$ cat src/rtl/simd_fault_pkg.sv
package simd_fault_pkg;

  typedef enum logic [2:0] {
    FC_NONE = 3'd0,
    FC_UD   = 3'd1,
    FC_NM   = 3'd2,
    FC_GP   = 3'd3,
    FC_SS   = 3'd4,
    FC_AC   = 3'd5
  } fault_code_e;

  typedef enum logic [1:0] {
    MD_REAL = 2'd0,
    MD_V86  = 2'd1,
    MD_PROT = 2'd2,
    MD_LONG = 2'd3
  } cpu_mode_e;

  typedef struct packed {
    logic ud;
    logic nm;
    logic null_gp;
    logic lim_ss;
    logic lim_gp;
    logic align_gp;
    logic align_ac;
  } fault_flags_t;

endpackage

$ cat src/rtl/sfc_rst_sync.sv
module sfc_rst_sync #(
  parameter int STAGES = 2
) (
  input  logic clk,
  input  logic rst_n,
  output logic rst_n_sync
);
  logic [STAGES-1:0] sync_q;
  logic [STAGES-1:0] sync_d;

  always_comb begin
    sync_d = {sync_q[STAGES-2:0], 1'b1};
  end

  always_ff @(posedge clk or negedge rst_n) begin
    if (!rst_n) sync_q <= '0;
    else        sync_q <= sync_d;
  end

  assign rst_n_sync = sync_q[STAGES-1];
endmodule

$ cat src/rtl/sfc_enable_gate.sv
module sfc_enable_gate (
  input  logic ext_present,
  input  logic cr_emulate,
  input  logic cr_task_sw,
  input  logic os_fxsave_on,
  output logic ud,
  output logic nm
);
  always_comb begin
    ud = !ext_present || cr_emulate || !os_fxsave_on;
    nm = cr_task_sw;
  end
endmodule

$ cat src/rtl/sfc_mem_rules.sv
module sfc_mem_rules
  import simd_fault_pkg::*;
#(
  parameter int ALIGN_LSB = 4
) (
  input  logic                 mem_op,
  input  logic [1:0]           cpu_mode,
  input  logic [ALIGN_LSB-1:0] addr_lo,
  input  logic                 misalign_mask,
  input  logic                 align_chk_on,
  input  logic                 seg_null,
  input  logic                 limit_fault,
  input  logic                 stack_ref,
  output logic                 null_gp,
  output logic                 lim_ss,
  output logic                 lim_gp,
  output logic                 align_gp,
  output logic                 align_ac
);
  logic [ALIGN_LSB:0] or_chain;
  logic               misaligned;
  logic               prot_mode;
  logic               not_real;

  assign or_chain[0] = 1'b0;
  for (genvar b = 0; b < ALIGN_LSB; b++) begin : g_mis
    assign or_chain[b+1] = or_chain[b] | addr_lo[b];
  end

  always_comb begin
    misaligned = or_chain[ALIGN_LSB];
    prot_mode  = cpu_mode[1];
    not_real   = (cpu_mode != MD_REAL);
    null_gp    = mem_op && seg_null && prot_mode;
    lim_ss     = mem_op && limit_fault && stack_ref;
    lim_gp     = mem_op && limit_fault && !stack_ref;
    align_gp   = mem_op && misaligned && !misalign_mask;
    align_ac   = mem_op && misaligned && misalign_mask && align_chk_on && not_real;
  end
endmodule

$ cat src/rtl/sfc_prio_encode.sv
module sfc_prio_encode
  import simd_fault_pkg::*;
(
  input  fault_flags_t flags,
  output fault_code_e  code
);
  always_comb begin
    if (flags.ud)            code = FC_UD;
    else if (flags.nm)       code = FC_NM;
    else if (flags.null_gp)  code = FC_GP;
    else if (flags.lim_ss)   code = FC_SS;
    else if (flags.lim_gp)   code = FC_GP;
    else if (flags.align_gp) code = FC_GP;
    else if (flags.align_ac) code = FC_AC;
    else                     code = FC_NONE;
  end
endmodule

$ cat src/rtl/simd_fault_check.sv
module simd_fault_check
  import simd_fault_pkg::*;
#(
  parameter  int ALIGN_BYTES = 16,
  parameter  int SYNC_STAGES = 2,
  localparam int ALIGN_LSB   = $clog2(ALIGN_BYTES)
) (
  input  logic                 clk,
  input  logic                 rst_n,
  input  logic                 req_valid,
  input  logic                 ext_present,
  input  logic                 cr_emulate,
  input  logic                 cr_task_sw,
  input  logic                 os_fxsave_on,
  input  logic                 misalign_mask,
  input  logic                 align_chk_on,
  input  logic [1:0]           cpu_mode,
  input  logic                 mem_op,
  input  logic [ALIGN_LSB-1:0] addr_lo,
  input  logic                 seg_null,
  input  logic                 limit_fault,
  input  logic                 stack_ref,
  output logic                 fault_valid,
  output logic [2:0]           fault_code
);
  logic         rst_n_int;
  fault_flags_t flags;
  fault_code_e  code_nxt_raw;
  logic         valid_d, valid_q;
  logic [2:0]   code_d, code_q;

  sfc_rst_sync #(.STAGES(SYNC_STAGES)) u_rst_sync (
    .clk        (clk),
    .rst_n      (rst_n),
    .rst_n_sync (rst_n_int)
  );

  sfc_enable_gate u_gate (
    .ext_present  (ext_present),
    .cr_emulate   (cr_emulate),
    .cr_task_sw   (cr_task_sw),
    .os_fxsave_on (os_fxsave_on),
    .ud           (flags.ud),
    .nm           (flags.nm)
  );

  sfc_mem_rules #(.ALIGN_LSB(ALIGN_LSB)) u_mem (
    .mem_op        (mem_op),
    .cpu_mode      (cpu_mode),
    .addr_lo       (addr_lo),
    .misalign_mask (misalign_mask),
    .align_chk_on  (align_chk_on),
    .seg_null      (seg_null),
    .limit_fault   (limit_fault),
    .stack_ref     (stack_ref),
    .null_gp       (flags.null_gp),
    .lim_ss        (flags.lim_ss),
    .lim_gp        (flags.lim_gp),
    .align_gp      (flags.align_gp),
    .align_ac      (flags.align_ac)
  );

  sfc_prio_encode u_prio (
    .flags (flags),
    .code  (code_nxt_raw)
  );

  // next state: capture only on the request strobe
  always_comb begin
    valid_d = valid_q;
    code_d  = code_q;
    if (req_valid) begin
      code_d  = code_nxt_raw;
      valid_d = (code_nxt_raw != FC_NONE);
    end
  end

  always_ff @(posedge clk or negedge rst_n_int) begin
    if (!rst_n_int) begin
      valid_q <= 1'b0;
      code_q  <= 3'd0;
    end else begin
      valid_q <= valid_d;
      code_q  <= code_d;
    end
  end

  assign fault_valid = valid_q;
  assign fault_code  = code_q;
endmodule

$ cat config.mk
export PLATFORM = sky130hd
export DESIGN_NAME = simd_fault_check
export DESIGN_NICKNAME = d
export VERILOG_FILES = /design/src/rtl/simd_fault_pkg.sv /design/src/rtl/sfc_rst_sync.sv /design/src/rtl/sfc_enable_gate.sv /design/src/rtl/sfc_mem_rules.sv /design/src/rtl/sfc_prio_encode.sv /design/src/rtl/simd_fault_check.sv
export SDC_FILE = /design/constraint.sdc
export NUM_CORES = 1
export LEC_CHECK = 0
export BUFFER_PORTS_ARGS = -buffer_cell sky130_fd_sc_hd__buf_2
export CORE_AREA = 4 4 41 43
export CTS_CLUSTER_DIAMETER = 80
export DETAILED_ROUTE_END_ITERATION = 16
export DIE_AREA = 0 0 45 47
export RECOVER_POWER = 25
export SETUP_SLACK_MARGIN = 0.15
export SYNTH_ARGS = -nofsm -noshare
export SYNTH_HDL_FRONTEND = slang
export SYNTH_SLANG_ARGS = --single-unit
$ cat constraint.sdc
create_clock -name clk -period 0.8 [get_ports clk]
set_input_delay 0.04 -clock clk [delete_from_list [all_inputs] [get_ports clk]]
set_output_delay 0.04 -clock clk [all_outputs]
set_load 0.01 [all_outputs]
* Yosys cells after proc, flatten, opt, wreduce, memory -nomap -nowiden
Index checks and enable logic that the tools add are counted.
** Operators by class
- Mux-type cells :: 7
- Bitwise operators :: 3
- Reductions and logical operators :: 18
** Operators by type and width (count)
- two-way mux 3 bit :: 7
- logical AND 1 bit :: 10
- logical NOT 1 bit :: 4
- bitwise OR 1 bit :: 3
- nonzero test 3 bit :: 1
- logical OR 1 bit :: 2
- nonzero test 2 bit :: 1
** Storage, ports and cells
- Register bits :: 6
- Input bits :: 19
- Output and inout bits :: 4
- Logic and storage cells :: 31

* Depth between registers and ports, before layout
- Depth in word-level cells :: 15
- Gate-level depth with buffers :: 4
- Mapped depth without buffers :: 4

* By module
From an unflattened synthesis, not the netlist that was laid out.
** Unflattened totals
- Cells, all modules :: 32
- Area, all modules :: 325.3 µm²
** By module, submodules not included
- simd_fault_check :: instances 1, cells an instance 10, area each 147.6 µm², seq. area each 100.1 µm²
- sfc_prio_encode :: instances 1, cells an instance 9, area each 57.6 µm², seq. area each 0.0 µm²
- sfc_rst_sync :: instances 1, cells an instance 3, area each 53.8 µm², seq. area each 50.0 µm²
- sfc_mem_rules :: instances 1, cells an instance 8, area each 51.3 µm², seq. area each 0.0 µm²
- sfc_enable_gate :: instances 1, cells an instance 2, area each 15.0 µm², seq. area each 0.0 µm²

* Least setup slack after synthesis
Ideal clock, no wire load.
- Path type :: input to register
- From :: input port cr_emulate
- To :: register valid_q, in the netlist fault_valid
- Setup time :: 0.126 ns
- Arrival :: 0.940 ns
- Required time :: 0.674 ns
- Setup slack :: -0.266 ns
- Cell stages on the path :: 3
- Path buffers :: 0
- Path through :: nand4b_2 or3_1 o32a_1
** On the way
- Word-level cells in the longest chain between the ends :: 4
** RTL lines
- start: declaration :: RTL line simd_fault_check.sv:12 : input logic cr_emulate,
- logical OR 1 bit (2 in a row) :: RTL line sfc_enable_gate.sv:10 : ud = !ext_present || cr_emulate || !os_fxsave_on;
- two-way mux 3 bit :: RTL line sfc_prio_encode.sv:8 : if (flags.ud) code = FC_UD;
- nonzero test 3 bit :: RTL line simd_fault_check.sv:74 : valid_d = (code_nxt_raw != FC_NONE);
- end signal: assignment :: RTL line simd_fault_check.sv:83 : valid_q <= valid_d;
- end: declaration :: RTL line simd_fault_check.sv:29 : logic valid_d, valid_q;
Every way passes these cells.
A chain may end at the register's enable or synchronous reset.

* Final worst setup path
Ends and elaborated chain as after synthesis.

==> metrics.md <==
| Metric | Value |
|---|---|
| Run status | complete, but fails checks |
| Failing checks | setup timing |
| # IOs | 23 |
| FF-to-FF End | fault_code[0] |
| Post-DR wirelength/cell | between 10 and 15 um |
| Placed insts | 75 |
| Post-synth net total | between 50 and 60 |
| CP startpoint kind | input pin |
| Lkg Pwr | ~0.29 nW |
| Via count of the routed design | 364 |
| Initial antenna violation count | 0 |
| Core area | 1300 sq um |
| Critical path class | in2reg |
| Hold Slack | 0.0578 ns |
| DR vias/cell | between 4 and 5 |
| Final Hold Fails | 0 |
| Die width | ~45 um |
| Synthesized flop and latch total | 6 |
| CTS tree | yes |
| Total wire length | 820 um |
| Worst skew pair latency | about 0.24 ns |
| Gr usage total | 9.40% |
| Final Cycle Share | 106% |
| Sw Pwr | ~0.18 mW |
| Setup ws final | -0.0483 ns |
| CTS sink cnt | 6 |
| Max Freq | 1180 MHz |
| DR iter-0 viols | 3 |
| Req. time, crit path | 0.92 ns |
| CP max-delay cell | or3_4 |
| Antenna Cells | 0 |
| Post-Synthesis Cells | 32 |
| DRC Markers | 0 |
| Hold crit path type | reg2async |
| Worst Path Buf+Inv | 1 |
| Root Driver | clkbuf_4 |
| Synthesized area | ~320 sq um |
| Critical Path End Type | flip-flop |
| Max cap viols | 0 |
| Critical path depth in cells | 4 |
| Unrepaired setup endpoints after global routing | true |
| Grt ovf | 0 |
| Post-route insts no fill | 80 |
| Commonest non-fill, non-tap cells in the layout | 19 x buf_2, 6 x dfrtp_1, 6 x buf_4 |
| Sw Share | between 20% and 30% |
| Syn_area_per_cell | just under 10 sq um |
| Number of global-route vias before repair | 399 |
| Number of cell rows | 13 |
| Tmin final | around 0.85 ns |
| Synth Warn # | 0 |
| Setup TNS | -0.0483 ns |
| Largest delay contributor family on the critical path | simple AND/OR/NAND/NOR gates |
| Area delta synth->final | 84.9% |
| Bufs on Longest Clock Path | 2 |
| Die H | 47 um |
| Final #Nets | between 80 and 90 |
| Worst Path Max Fanout | 2 |
| Initial Util | 24.2% |
| Final setup viols | 1 |
| GP Congestion | roughly 0.70 |
| Skew final | about 0.0033 ns |
| Clock power frac | 34.7% |
| Critical path arrival | roughly 0.97 ns |
| Number of routed nets with antenna violations | 0 |
| Count of pins over their slew limit | 0 |
| P_int | around 0.59 mW |
| Die area | between 2000 and 2500 sq um |
| Largest net degree at the start of global routing | 5 |
| Most common cell after layout, fill and taps aside | buf_2 |
| Peak VDD IR | approximately 0.00056 V |
| Reg2reg path depth | 2 |
| Clock slew at reported path FFs | roughly 0.040 ns |
| Reg2reg start | fault_code[0] |
| Seq/Total Area, Yosys | between 40% and 50% |
| I/O Buffers | 22 |
| Number of buffers created by CTS | 3 |
| CP peak stage delay | about 0.4 ns |
| Comb pwr share | 22.3% |
| H-tree depth | 1 |
| FF-to-FF setup slack | around 0.070 ns |
| Router iterations before antenna repair | 4 |
| Crit path cell chain | buf_6 > nand4b_4 > or3_4 > o32a_1 |
| Layout cells sized above 1 | approximately 60% |
| Power Density | around 1300 nW/um^2 |
| Synth cell types | 19 |
| First-pass GRT wire length | between 1000 and 1500 um |
| Sequential share of power | a little over two fifths |
logic make-up after synthesis:
| kind of cell | synth area share (%) |
|---|---|
| other | 1.19 |
| DFF | 47.6 |
| and+or+nand+nor | 21.8 |
| buffers and inverters | 3.57 |
| AOI/OAI and AO/OA | 25.8 |
Yosys cell counts, drive strengths merged:
library cell,count,area [sq um]
dfrtp,6,150
nor2,4,15.0
inv,3,11.3
o22ai,3,18.8
nor3,2,10.0
a211oi,1,7.51
a21boi,1,11.3
a21oi,1,5.00
and2,1,6.26
conb,1,3.75
nand2,1,3.75
nand2b,1,6.26
nand4b,1,15.0
o211ai,1,7.51
o21ai,1,5.00
o32a,1,10.0
o41ai,1,16.3
or2,1,6.26
or3,1,6.26
power groups by stage:
| stage | Combinational, mW | Clock, mW | Sequential [mW] |
|---|---|---|---|
| 2_1_floorplan | 0.0491 | 0 | 0.334 |
| 6_report | 0.170 | 0.264 | 0.328 |
| 4_1_cts | 0.170 | 0.280 | 0.328 |
| 3_3_place_gp | 0.152 | 0 | 0.331 |
| 3_5_place_dp | 0.154 | 0 | 0.332 |
| 5_1_grt | 0.189 | 0.291 | 0.329 |
worst register-to-register path, stage by stage, from the launching register on:
cell,delay (ns)
dfrtp_1,0.38
o22ai_1,0.16
nor2_1,0.07
state kept, by name (all words and copies together) (netlist names):
signal             count
fault_valid            1
u_rst_sync.sync_q      2
fault_code             3
layer usage:
| layer | vias to the layer above | global-route usage [%] | part of all wire (%) |
|---|---|---|---|
| met2 | 18 | 16.7 | 51 |
| met4 | 0 | 8.77 | 5.1 |
| met1 | 156 | 9.56 | 35 |
| met5 | - | 0 | 0 |
| met3 | 4 | 1.15 | 8.2 |
| li1 | 186 | - | - |
layout make-up:
cell class | instances | area (sq um)
flip-flops and latches | 6 | 150
well taps | 15 | 18.8
clock buffers | 3 | 22.5
inverters | 3 | 11.3
multi-input cells | 23 | 185
repair buffers | 30 | 195
fillers | 133 | 718
worst max path at each step:
stage | start | to | slack [ns]
after floorplan | cr_emulate | fault_valid | -0.19
after global placement | addr_lo[3] | fault_valid | -0.30
after global routing | addr_lo[3] | fault_valid | -0.08
after detailed placement | cr_emulate | fault_valid | -0.32
final | cr_emulate | fault_valid | -0.05
after CTS | cr_emulate | fault_valid | -0.04
timing repair:
action                                 CTS  global route
setup endpoints to repair                8             8
endpoints found under the hold margin    2             0
buffers inserted                         1             0
pin swaps                                5             0
hold buffers                             1             0
gates cloned                             0             0
gates resized for setup                  6             1
metrics by stage:
stage | total power [mW] | instance area [sq um] | worst slack, ns | utilization (%)
final | 0.762 | 583 | -0.0483 | 44.8
after global routing | 0.809 | 583 | -0.0796 | 44.8
after CTS | 0.778 | 577 | -0.0408 | 44.3
after detailed placement | 0.487 | 509 | -0.323 | 39.1
after global placement | 0.483 | 509 | -0.297 | 39.1
after floorplan | 0.383 | 335 | -0.188 | -
Power figures use the tool's default switching activity.
